[src/rtl/mdio_pkg.sv]
// Package: shared frame constants, op codes and register indices for the
// MDIO management master. Assumes 64-bit frames with a full preamble.
package mdio_pkg;
    localparam int FRAME_BITS = 64;
    localparam int IDX_W      = $clog2(FRAME_BITS);
    localparam int TA2_IDX    = 47;
    localparam int DATA_IDX   = 48;
    localparam int REL_IDX    = 46;

    typedef enum logic [1:0] {
        OP_ADDR  = 2'b00,
        OP_WRITE = 2'b01,
        OP_READ  = 2'b11
    } mdio_op_e;

    localparam logic [1:0] RA_CFG = 2'd0;
    localparam logic [1:0] RA_CMD = 2'd1;
    localparam logic [1:0] RA_REG = 2'd2;
    localparam logic [1:0] RA_DAT = 2'd3;
endpackage

[src/rtl/mdio_mdc_gen.sv]
// MDC generator: while run is high, toggles mdc every max(div,1) clocks,
// starting low. Emits one-clock tick pulses on the clock edge where mdc
// rises or falls. Assumes div is held stable while run is high.
module mdio_mdc_gen #(
    parameter int DIV_W = 8
) (
    input  logic             clk,
    input  logic             rst_n,
    input  logic             run,
    input  logic [DIV_W-1:0] div,
    output logic             mdc,
    output logic             rise_tick,
    output logic             fall_tick
);
    logic [DIV_W-1:0] cnt;
    logic [DIV_W-1:0] eff_div;
    logic             wrap;

    // Zero divider behaves as one so MDC never stalls mid-frame.
    always_comb begin
        eff_div   = (div == '0) ? DIV_W'(1) : div;
        wrap      = run && (cnt == eff_div - DIV_W'(1));
        rise_tick = wrap && !mdc;
        fall_tick = wrap && mdc;
    end

    // Half-period counter and MDC toggle register.
    always_ff @(posedge clk) begin
        if (!rst_n || !run) begin
            cnt <= '0;
            mdc <= 1'b0;
        end else if (wrap) begin
            cnt <= '0;
            mdc <= ~mdc;
        end else begin
            cnt <= cnt + DIV_W'(1);
        end
    end

    AST_TICK_NEEDS_RUN: assert property (@(posedge clk) disable iff (!rst_n)
        (rise_tick || fall_tick) |-> run);
endmodule

[src/rtl/mdio_frame_shifter.sv]
// Frame shifter: on start, loads a 64-bit management frame and shifts it out
// MSB first, advancing one bit per MDC falling tick. For read frames it
// releases the line from the first turnaround bit, checks the second
// turnaround bit and captures 16 data bits on MDC rising ticks.
// Assumes start is only asserted while busy is low.
module mdio_frame_shifter
    import mdio_pkg::*;
(
    input  logic        clk,
    input  logic        rst_n,
    input  logic        start,
    input  mdio_op_e    op,
    input  logic [4:0]  port_ad,
    input  logic [4:0]  dev_ad,
    input  logic [15:0] payload,
    input  logic        rise_tick,
    input  logic        fall_tick,
    input  logic        mdio_i,
    output logic        busy,
    output logic        data_busy,
    output logic        mdio_o,
    output logic        mdio_oe,
    output logic        rd_err,
    output logic        rd_done,
    output logic [15:0] rd_value
);
    localparam logic [IDX_W-1:0] LAST_IDX = IDX_W'(FRAME_BITS - 1);

    logic [FRAME_BITS-1:0] shreg;
    logic [FRAME_BITS-1:0] frame;
    logic [IDX_W-1:0]      idx;
    logic                  is_read;
    logic [1:0]            ta_bits;

    // Assemble the frame image from the launch fields.
    always_comb begin
        ta_bits = (op == OP_READ) ? 2'b11 : 2'b10;
        frame   = {32'hFFFF_FFFF, 2'b00, op, port_ad, dev_ad, ta_bits, payload};
    end

    // Line drive: released when idle and during read turnaround/data.
    always_comb begin
        mdio_o  = busy ? shreg[FRAME_BITS-1] : 1'b1;
        mdio_oe = busy && !(is_read && idx >= IDX_W'(REL_IDX));
        rd_done = busy && is_read && fall_tick && (idx == LAST_IDX);
    end

    // Frame sequencing, read sampling and error capture.
    always_ff @(posedge clk) begin
        if (!rst_n) begin
            busy      <= 1'b0;
            data_busy <= 1'b0;
            is_read   <= 1'b0;
            idx       <= '0;
            shreg     <= '0;
            rd_err    <= 1'b0;
            rd_value  <= '0;
        end else if (start) begin
            busy      <= 1'b1;
            data_busy <= (op != OP_ADDR);
            is_read   <= (op == OP_READ);
            idx       <= '0;
            shreg     <= frame;
            if (op == OP_READ) rd_err <= 1'b0;
        end else if (busy) begin
            if (rise_tick && is_read) begin
                if (idx == IDX_W'(TA2_IDX)) rd_err <= mdio_i;
                if (idx >= IDX_W'(DATA_IDX)) rd_value <= {rd_value[14:0], mdio_i};
            end
            if (fall_tick) begin
                if (idx == LAST_IDX) begin
                    busy      <= 1'b0;
                    data_busy <= 1'b0;
                end else begin
                    idx   <= idx + IDX_W'(1);
                    shreg <= {shreg[FRAME_BITS-2:0], 1'b0};
                end
            end
        end
    end

    AST_ERR_ONLY_ON_READ: assert property (@(posedge clk) disable iff (!rst_n)
        $rose(rd_err) |-> is_read);
    AST_DONE_ENDS_FRAME: assert property (@(posedge clk) disable iff (!rst_n)
        rd_done |=> !busy);
endmodule

[src/rtl/mdio_mgmt_master.sv]
// MDIO management master top: register file on a simple 32-bit bus, frame
// launch decode, MDC generator and frame shifter. Writes are ignored while
// a frame is in flight. Assumes one write strobe per bus write.
module mdio_mgmt_master
    import mdio_pkg::*;
#(
    parameter int DIV_W = 8
) (
    input  logic        clk,
    input  logic        rst_n,
    input  logic [1:0]  bus_addr,
    input  logic        bus_wr,
    input  logic [31:0] bus_wdata,
    output logic [31:0] bus_rdata,
    output logic        mdc,
    output logic        mdio_o,
    output logic        mdio_oe,
    input  logic        mdio_i
);
    localparam int CFG_PAD = 30 - DIV_W;

    logic [DIV_W-1:0] div_q;
    logic [4:0]       port_q;
    logic [4:0]       dev_q;
    logic [15:0]      regaddr_q;
    logic [15:0]      data_q;

    logic             busy;
    logic             data_busy;
    logic             rd_err;
    logic             rd_done;
    logic [15:0]      rd_value;
    logic             rise_tick;
    logic             fall_tick;
    logic             wr_ok;
    logic             start;
    mdio_op_e         start_op;
    logic [4:0]       start_port;
    logic [4:0]       start_dev;

    // Launch decode: which write starts which frame, and with what fields.
    always_comb begin
        wr_ok      = bus_wr && !busy;
        start      = 1'b0;
        start_op   = OP_ADDR;
        start_port = port_q;
        start_dev  = dev_q;
        if (wr_ok) begin
            unique case (bus_addr)
                RA_REG: start = 1'b1;
                RA_DAT: begin
                    start    = 1'b1;
                    start_op = OP_WRITE;
                end
                RA_CMD: begin
                    start      = bus_wdata[15];
                    start_op   = OP_READ;
                    start_port = bus_wdata[9:5];
                    start_dev  = bus_wdata[4:0];
                end
                default: start = 1'b0;
            endcase
        end
    end

    // Register file updates from the bus and from read completion.
    always_ff @(posedge clk) begin
        if (!rst_n) begin
            div_q     <= '0;
            port_q    <= '0;
            dev_q     <= '0;
            regaddr_q <= '0;
            data_q    <= '0;
        end else if (wr_ok) begin
            unique case (bus_addr)
                RA_CFG: div_q     <= bus_wdata[DIV_W-1:0];
                RA_CMD: begin
                    port_q <= bus_wdata[9:5];
                    dev_q  <= bus_wdata[4:0];
                end
                RA_REG: regaddr_q <= bus_wdata[15:0];
                RA_DAT: data_q    <= bus_wdata[15:0];
                default: ;
            endcase
        end else if (rd_done) begin
            data_q <= rd_value;
        end
    end

    // Read mux of the four word registers.
    always_comb begin
        unique case (bus_addr)
            RA_CFG:  bus_rdata = {busy, rd_err, {CFG_PAD{1'b0}}, div_q};
            RA_CMD:  bus_rdata = {22'b0, port_q, dev_q};
            RA_REG:  bus_rdata = {16'b0, regaddr_q};
            default: bus_rdata = {data_busy, 15'b0, data_q};
        endcase
    end

    mdio_mdc_gen #(.DIV_W(DIV_W)) u_mdc (
        .clk       (clk),
        .rst_n     (rst_n),
        .run       (busy),
        .div       (div_q),
        .mdc       (mdc),
        .rise_tick (rise_tick),
        .fall_tick (fall_tick)
    );

    mdio_frame_shifter u_shift (
        .clk       (clk),
        .rst_n     (rst_n),
        .start     (start),
        .op        (start_op),
        .port_ad   (start_port),
        .dev_ad    (start_dev),
        .payload   (bus_wdata[15:0]),
        .rise_tick (rise_tick),
        .fall_tick (fall_tick),
        .mdio_i    (mdio_i),
        .busy      (busy),
        .data_busy (data_busy),
        .mdio_o    (mdio_o),
        .mdio_oe   (mdio_oe),
        .rd_err    (rd_err),
        .rd_done   (rd_done),
        .rd_value  (rd_value)
    );

    AST_MDC_LOW_WHEN_IDLE: assert property (@(posedge clk) disable iff (!rst_n)
        !busy |-> !mdc);
    AST_DBUSY_WITHIN_FRAME: assert property (@(posedge clk) disable iff (!rst_n)
        data_busy |-> busy);
    AST_RELEASE_ONLY_READ: assert property (@(posedge clk) disable iff (!rst_n)
        (busy && !mdio_oe) |-> data_busy);
    AST_REGS_HELD_BUSY: assert property (@(posedge clk) disable iff (!rst_n)
        (busy && $past(busy)) |-> ($stable(regaddr_q) && $stable(port_q) && $stable(div_q)));
    AST_DRIVE_STABLE_HIGH: assert property (@(posedge clk) disable iff (!rst_n)
        (mdc && $past(mdc)) |-> $stable(mdio_o));
endmodule

[config.mk]
export PLATFORM = sky130hd
export DESIGN_NAME = mdio_mgmt_master
export DESIGN_NICKNAME = d
export VERILOG_FILES = /design/src/rtl/mdio_pkg.sv /design/src/rtl/mdio_mdc_gen.sv /design/src/rtl/mdio_frame_shifter.sv /design/src/rtl/mdio_mgmt_master.sv
export SDC_FILE = /design/constraint.sdc
export NUM_CORES = 1
export LEC_CHECK = 0
export BUFFER_PORTS_ARGS = -buffer_cell sky130_fd_sc_hd__buf_2
export CELL_PAD_IN_SITES_DETAIL_PLACEMENT = 0
export CELL_PAD_IN_SITES_GLOBAL_PLACEMENT = 2
export CORE_MARGIN = 2
export CORE_UTILIZATION = 38
export CTS_BUF_LIST = sky130_fd_sc_hd__clkbuf_8 sky130_fd_sc_hd__clkbuf_16
export DETAILED_ROUTE_END_ITERATION = 10
export PLACE_DENSITY = 0.85
export RECOVER_POWER = 50
export SYNTH_ARGS = -nofsm -noshare
export SYNTH_HDL_FRONTEND = slang
export SYNTH_SLANG_ARGS = --single-unit
export TNS_END_PERCENT = 100
[constraint.sdc]
create_clock -name clk -period 7.7 [get_ports clk]
set_input_delay 1.54 -clock clk [delete_from_list [all_inputs] [get_ports clk]]
set_output_delay 1.54 -clock clk [all_outputs]
set_load 0.01 [all_outputs]
# == Yosys cells after proc, flatten, opt, wreduce, memory -nomap -nowiden ==
# Index checks and enable logic that the tools add are counted.
# op_classes
add_sub_neg,3
order_cmp,2
n_eq_ne,10
muxes,32
n_bitwise,4
n_reduce_logical,35
# ops
cell,n
$mux 64,4
$pmux 32 s3,1
$mux 16,3
$mux 5,4
$mux 1,16
$reduce_bool 2->1,7
$eq 6x6->1 const B,2
$ge 6x6->1 const B,2
$logic_and 1x1->1,10
$reduce_and 3->1,3
$add 8x1->8 const B,1
$eq 8x8->1,1
$logic_not 8->1,1
$mux 8,1
$reduce_and 4->1,2
$sub 8x1->8 const B,1
$add 6x1->6 const B,1
$eq 2x2->1 const B,3
$reduce_and 2->1,3
$reduce_or 2->1,3
$logic_not 1->1,4
$ne 2x1->1 const B,2
$not 1->1,4
$pmux 2 s2,1
other kinds (6),6
# word_totals
ff_bits,149
input_bits,38
out_inout_bits,35
elab_cells,101

# == Depth between registers and ports, before layout ==
# Gate-level depths: netlist of the first run.
# depth
word_depth,10
ltp_mapped,12

# == Hierarchy ==
# From an unflattened synthesis of the first run, not the netlist that was laid out.
# hier_totals
hier_cells,864
area_unflattened_um2,7835.0
# by_module_without_submodules
module,n_inst,cells_per_inst,area_each_um2,seq_area_each_um2
mdio_frame_shifter,1,498,4406.7,1801.7
mdio_mgmt_master,1,274,2632.5,1001.0
mdio_mdc_gen,1,92,795.8,180.2

# == Worst setup path before layout of the first run ==
# OpenSTA, ideal clock, no wires.
# synth_timing
path_kind,input port to output port
start,input bus_addr[0]
end,output bus_rdata[0]
arrival_time_ns,2.876
t_required_ns,6.160
slack_ns,3.284
path_stages,4
cell_sequence,clkbuf_1 > buf_1 > clkbuf_1 > mux4_2
# synth_via
elab_chain_cells,2
elab_cells_between_ends,4
cone_classes,eq/ne: 2; mux: 1; reduce/logical: 1
# synth_lines
item,line_no,text
start: declaration,mdio_mgmt_master.sv:11,"input logic [1:0] bus_addr,"
"$eq 2x2->1, or another cell as far along",mdio_mgmt_master.sv:92,unique case (bus_addr)
$pmux 32 s3 *,mdio_mgmt_master.sv:92,
end: declaration,mdio_mgmt_master.sv:14,"output logic [31:0] bus_rdata,"
# Every way passes the cells marked *; elsewhere a longest branch is shown, timed or not.

==> results of run 1 <==
-- metrics by stage --
| stage | hold slack [ns] | power, mW | utilization |
|---|---|---|---|
| 6_report | 0.456 | 1.83 | 0.429 |
| 5_1_grt | 0.476 | 1.91 | 0.429 |
| 4_1_cts | 0.455 | 1.86 | 0.432 |
| 3_5_place_dp | 0.446 | 1.02 | 0.398 |
| 3_3_place_gp | 0.439 | 1.01 | 0.398 |
| 2_1_floorplan | 0.431 | 0.973 | - |
-- synthesized netlist by cell type (all sizes together), types with 4 or more instances --
| cell | number | area share |
|---|---|---|
| nand2b | 4 | 0.0036 |
| mux4 | 8 | 0.026 |
| nor2b | 10 | 0.0091 |
| inv | 8 | 0.0044 |
| buf | 35 | 0.033 |
| nor2 | 120 | 0.065 |
| or3 | 16 | 0.015 |
| nand3 | 28 | 0.020 |
| o221ai | 11 | 0.014 |
| xnor2 | 10 | 0.014 |
| xor2 | 5 | 0.0064 |
| a211oi | 35 | 0.038 |
| nor3b | 4 | 0.0044 |
| nor3 | 17 | 0.012 |
| o211ai | 18 | 0.020 |
| a21oi | 31 | 0.023 |
| nand2 | 128 | 0.070 |
| mux2i | 50 | 0.073 |
| nand4 | 29 | 0.029 |
| clkbuf | 42 | 0.023 |
| dfxtp | 149 | 0.43 |
-- final cells by class --
| cell class | instances | area, um^2 | share of cell area |
|---|---|---|---|
| Sequential cell | 149 | 2980 | 0.390 |
| Multi-Input combinational cell | 584 | 3500 | 0.458 |
| Clock buffer | 21 | 480 | 0.0628 |
| Tap cell | 229 | 287 | 0.0374 |
| Timing Repair Buffer | 49 | 253 | 0.0330 |
| Clock inverter | 10 | 116 | 0.0152 |
| Inverter | 8 | 30.0 | 0.00392 |
-- power by group --
| group | internal (mW) | switching, mW | total (mW) |
|---|---|---|---|
| Clock | 0.534 | 0.303 | 0.837 |
| Combinational | 0.0633 | 0.107 | 0.170 |
| Sequential | 0.805 | 0.0220 | 0.827 |
| Total | 1.40 | 0.431 | 1.83 |
-- sequential cells by signal, indices dropped and copies added (netlist names) --
signal,flops
data_q,16
dev_q,5
div_q,8
port_q,5
regaddr_q,16
u_mdc.cnt,8
u_mdc.mdc,1
u_shift.busy,1
u_shift.data_busy,1
u_shift.idx,6
u_shift.is_read,1
u_shift.rd_err,1
u_shift.rd_value,16
u_shift.shreg,64
-- worst reg2reg max path: stages, from the launching register on --
cell and delay [ns]:
dfxtp_1 0.40, nor4_1 0.82, a31oi_1 0.19, ha_1 0.35, xor2_1 0.16, o2111ai_1 0.16, nor3_1 0.21, nand4_1 0.72
clkbuf_2 1.25, or4_1 0.93, nand2_1 0.08
-- worst paths after layout --
path,end,slack (ns),cells past startpoint
setup / recovery,u_shift.rd_err,2.19,8
hold / removal,regaddr_q[0],0.46,2
setup reg to reg,u_shift.idx[3],2.38,10
hold reg to reg,regaddr_q[0],0.46,2
-- placed cells by master, fill, tap and decap left out, drive strengths merged, types with 3 or more instances in the layout --
cell,synthesis,layout
nor3b,4,4
nand3,28,28
or4,3,3
nand2b,4,4
nor2b,10,10
a31oi,3,3
a21oi,31,31
xnor2,10,10
buf,35,44
inv,8,15
o21ai,3,3
a211oi,35,35
clkbuf,42,26
o211ai,18,18
o311a,3,3
or3,16,16
mux2,3,3
mux2i,50,50
nor2,120,120
mux4,8,8
dfxtp,149,149
conb,1,14
nand2,128,128
xor2,5,5
o221ai,11,11
and2,3,3
nand4,29,29
nor3,17,17
ha,3,3
bufinv,0,3
-- kinds of logic (layout without fill, tap and decap cells) --
| logic type | count (synthesis) | after routing | share of synthesized area |
|---|---|---|---|
| adder cells (fa/ha/maj) | 3 | 3 | 0.00546 |
| AO/OA/AOI/OAI | 119 | 119 | 0.123 |
| AND/OR/NAND/NOR | 371 | 371 | 0.250 |
| XOR/XNOR | 16 | 16 | 0.0235 |
| other | 1 | 14 | 0.000545 |
| buffers and inverters | 85 | 88 | 0.0600 |
| multiplexers | 61 | 61 | 0.104 |
| flip-flops | 149 | 149 | 0.434 |
-- metal layers --
metal	global-route usage	vias to the layer above	wire (um)
met5	0	-	0
met4	0.0618	0	244
met3	0.0421	21	677
met2	0.266	129	7170
met1	0.236	2697	7940
li1	-	2804	-
==> flow_summary.toml, run 1 <==
[logic_synthesis]
ys.flop_type = "dfxtp_1"
synth-edff-count = 0
netlist_area_um2 = 6880
seq_area_frac_synth = 0.434
yosysUniqueCellTypes = 54
yosysWarnings = 0
avgSynthCellArea_um2 = 8.55
yosys_register_bits = 149
synthCells = 805
async_reset_ff_frac = 0

[detailed_routing]
drt_iter0_drc = 394
routed_wl_mm = 16.0
route.detailed.drc = 0
wl_per_cell_um = 15.3
drt-pass1-iter-count = 5
vias = 5651
antenna_left = 0
via_per_inst = 5.38

[timing]
setup_viol = 0
worstMarginPinSlew_ns = 2.44
max_freq_mhz = 182
period_share = 0.715
hold_viol = 0
fin_skew_ns = 0.0105
final-max-slew-violation-count = 168
worst_slack_ns = 2.19
maxSlewHeadroom = -0.625
tns_ns = 0
rsz0062_at_grt = "no"
min_period_ns = 5.51

[clocking]
path_clk_slew_ns = 0.06
cts_resized = 0
post_cts_buffers = 0
cts_tree = "built"
cts-hold-fix-buffers = 0
clock_path_buffers = 2
cts_sinks = 149
worstSkewPairLatency_ns = 0.42
cts_root_buffer = "clkbuf_16"
cts_buffers = 17
h-tree-depth = 4

[cells_and_area]
final_nets = 850
fill_cells = 1750
layout-drive-gt1-share = 0.106
antenna_cells = 0
final_cells = 1050
area_growth_pct = 11.2
finalInstanceArea_um2 = 7650

[pwr]
peakVddDrop_mv = 0.135
p_leak_nw = 2.82
powerDensity_nw_per_um2 = 240

[global_route]
grt_max_degree = 112
grt_antenna_before_repair = 0
grt_usage = 0.172
grt_pass1_wl_mm = 27.1
gr-total-overflow = 0
grt_pass1_vias = 5304

[placed_design]
port_buffers = 42
place_congestion = 0.794
pre_cts_slack_ns = 3.28
dp_hpwl_mm = 10.6
dpl_cell_area_um2 = 7110
placed_cells = 1019

[setup_path]
slowest_stage = "clkbuf_1"
worstPathMaxFanout = 105
startpoint = "rst_n"
cp-start-kind = "input port"
r2r-start = "div_q[3]"
endpoint_kind = "flip-flop"
cp_data_required_time_ns = 7.99
critical_path.max_stage_delay_ns = 1.81
critPathKind = "input port to flip-flop"
crit_buf_inv = 4
crit_arrival_ns = 5.80
cp_top_family = "buffers and inverters"
worstPathCellList = "buf_2 -> buf_4 -> inv_1 -> clkbuf_1 -> nor2_1 -> nand4_1 -> mux2_2 -> o221ai_1"

[flow_run]
max_cap_violations = 2

[hold_path]
worstHoldStart = "regaddr_q[0]"
hp-class = "flip-flop to flip-flop"

[run_status]
outcome = "complete, but fails checks"
violations = "capacitance limit, slew limit"

[floorplan]
die-area_um2 = 19200
core.rowCount = 49
start_util = 0.386
core_um2 = 17800
pin_count = 73
die_h_um = 139
die_x_um = 139
No activity file was read; power rests on OpenSTA's default activity.
==> inputs of run 2 (changes only) <==
--- a/config.mk
+++ b/config.mk
@@ -9,10 +9,10 @@
 export CELL_PAD_IN_SITES_DETAIL_PLACEMENT = 0
 export CELL_PAD_IN_SITES_GLOBAL_PLACEMENT = 2
 export CORE_MARGIN = 2
-export CORE_UTILIZATION = 38
+export CORE_UTILIZATION = 32
 export CTS_BUF_LIST = sky130_fd_sc_hd__clkbuf_8 sky130_fd_sc_hd__clkbuf_16
 export DETAILED_ROUTE_END_ITERATION = 10
-export PLACE_DENSITY = 0.85
+export PLACE_DENSITY = 0.76
 export RECOVER_POWER = 50
 export SYNTH_ARGS = -nofsm -noshare
 export SYNTH_HDL_FRONTEND = slang
==> constraint.sdc (replaced) <==
create_clock -name clk -period 4.9 [get_ports clk]
set_input_delay 0.98 -clock clk [delete_from_list [all_inputs] [get_ports clk]]
set_output_delay 0.98 -clock clk [all_outputs]
set_load 0.01 [all_outputs]
==> run 2 against run 1 <==
- the run still ends with capacitance limit, slew limit left
- design area rose by 1.6%
- wire length rose by 4.7%
- core utilization is 6.0 points lower
- critical endpoint is now bus_rdata[9]
==> flow_summary.toml, run 2 (synthesis gave the netlist of run 1 again) <==
[timing]
rsz0062_at_grt = "no"
final-max-slew-violation-count = 26
worstMarginPinSlew_ns = 1.58
min_period_ns = 3.89
setup_viol = 0
tns_ns = 0
period_share = 0.794
max_freq_mhz = 257
fin_skew_ns = 0.0126
maxSlewHeadroom = -0.0540
hold_viol = 0

[setup_path]
r2r.worst_path.cells = 10
cp-start-kind = "input port"
critPathKind = "input port to primary output"
critical_path.max_stage_delay_ns = 1.11
cp_top_family = "buffers and inverters"
crit_buf_inv = 2
crit_arrival_ns = 2.91
endpoint_kind = "primary output"
slowest_stage = "clkbuf_1"
cp_data_required_time_ns = 3.92
worstPathMaxFanout = 25
worstPathCellList = "clkbuf_1 -> mux2_2 -> a22o_1 -> buf_2"
path_depth = 4

[detailed_routing]
drt_iter0_drc = 276
wl_per_cell_um = 15.2
via_per_inst = 5.04
vias = 5555
antenna_left = 0
routed_wl_mm = 16.8
route.detailed.drc = 0
drt-pass1-iter-count = 7

[clocking]
clock_path_buffers = 2
path_clk_slew_ns = 0.07
cts_root_buffer = "clkbuf_16"
cts_buffers = 17
h-tree-depth = 4
cts_sinks = 149
cts-hold-fix-buffers = 0
cts_resized = 0
worstSkewPairLatency_ns = 0.42
cts_tree = "built"
post_cts_buffers = 0

[floorplan]
die-area_um2 = 22700
core.rowCount = 53
core_um2 = 21100
start_util = 0.326
pin_count = 73
die_x_um = 151
die_h_um = 151

[cells_and_area]
post-route-util = 0.369
largest_reg_flops = 64
final_nets = 856
final_cell_mix = "dfxtp_1 (149), nand2_1 (128), nor2_1 (120)"
final_common_cell = "dfxtp_1"
antenna_cells = 0
layout-drive-gt1-share = 0.111
area_growth_pct = 13.0
largest-register = "u_shift.shreg"

[flow_run]
max_cap_violations = 1

[global_route]
grt_antenna_before_repair = 0
grt_usage = 0.158
gr-total-overflow = 0
grt_pass1_wl_mm = 28.1
grt_max_degree = 93
grt_pass1_vias = 5306

[placed_design]
dp_hpwl_mm = 11.0
port_buffers = 42
place_congestion = 0.711

[pwr]
peakVddDrop_mv = 0.204
powerDensity_nw_per_um2 = 378
p_leak_nw = 2.79

[hold_path]
holdPathStages = 2
hp-class = "flip-flop to flip-flop"

[run_status]
outcome = "complete, but fails checks"
violations = "capacitance limit, slew limit"
==> run 2: tightest hold or removal path, cell delays in order (launching register included) <==
cell and delay (ns):
dfxtp_1 0.31, nand2_1 0.05, a21oi_1 0.05
==> run 2: final cells by class <==
type | instances | area [um^2]
fillers | 2246 | 13300
multi-input cells | 584 | 3510
flip-flops and latches | 149 | 2980
clock buffers | 17 | 425
well taps | 275 | 344
repair buffers | 55 | 290
clock inverters | 15 | 191
inverters | 8 | 30.0
==> run 2: path summary, 6_finish.rpt <==
kind	startpoint	endpoint	slack [ns]
worst min-delay path	regaddr_q[14]	regaddr_q[14]	0.45
worst max-delay path	bus_addr[0]	bus_rdata[9]	1.01
worst min register to register	regaddr_q[14]	regaddr_q[14]	0.45
worst max register to register	div_q[3]	u_shift.idx[3]	1.24
==> run 2: power by group <==
| part | total [mW] | switching [mW] | internal [mW] |
|---|---|---|---|
| combinational | 0.273 | 0.172 | 0.101 |
| clock | 1.37 | 0.555 | 0.815 |
| sequential | 1.30 | 0.0345 | 1.26 |
==> run 2: metrics by stage <==
step	power (mW)	std cells	cell area [um^2]	worst slack (ns)	hold WS, ns
5_1_grt	3.08	1103	7780	0.780	0.472
2_1_floorplan	1.53	818	6930	1.60	0.431
3_5_place_dp	1.61	1071	7210	1.63	0.447
4_1_cts	2.99	1103	7830	1.63	0.456
6_report	2.94	1103	7780	1.01	0.453
3_3_place_gp	1.61	1071	7210	1.64	0.442
==> run 2: metal layers <==
layer  global-route usage  vias up  share of wire
li1                     -     2829              -
met5                    0        -              0
met3               0.0348        6          0.032
met2                0.240       84           0.45
met1                0.223     2636           0.51
met4               0.0458        0         0.0060
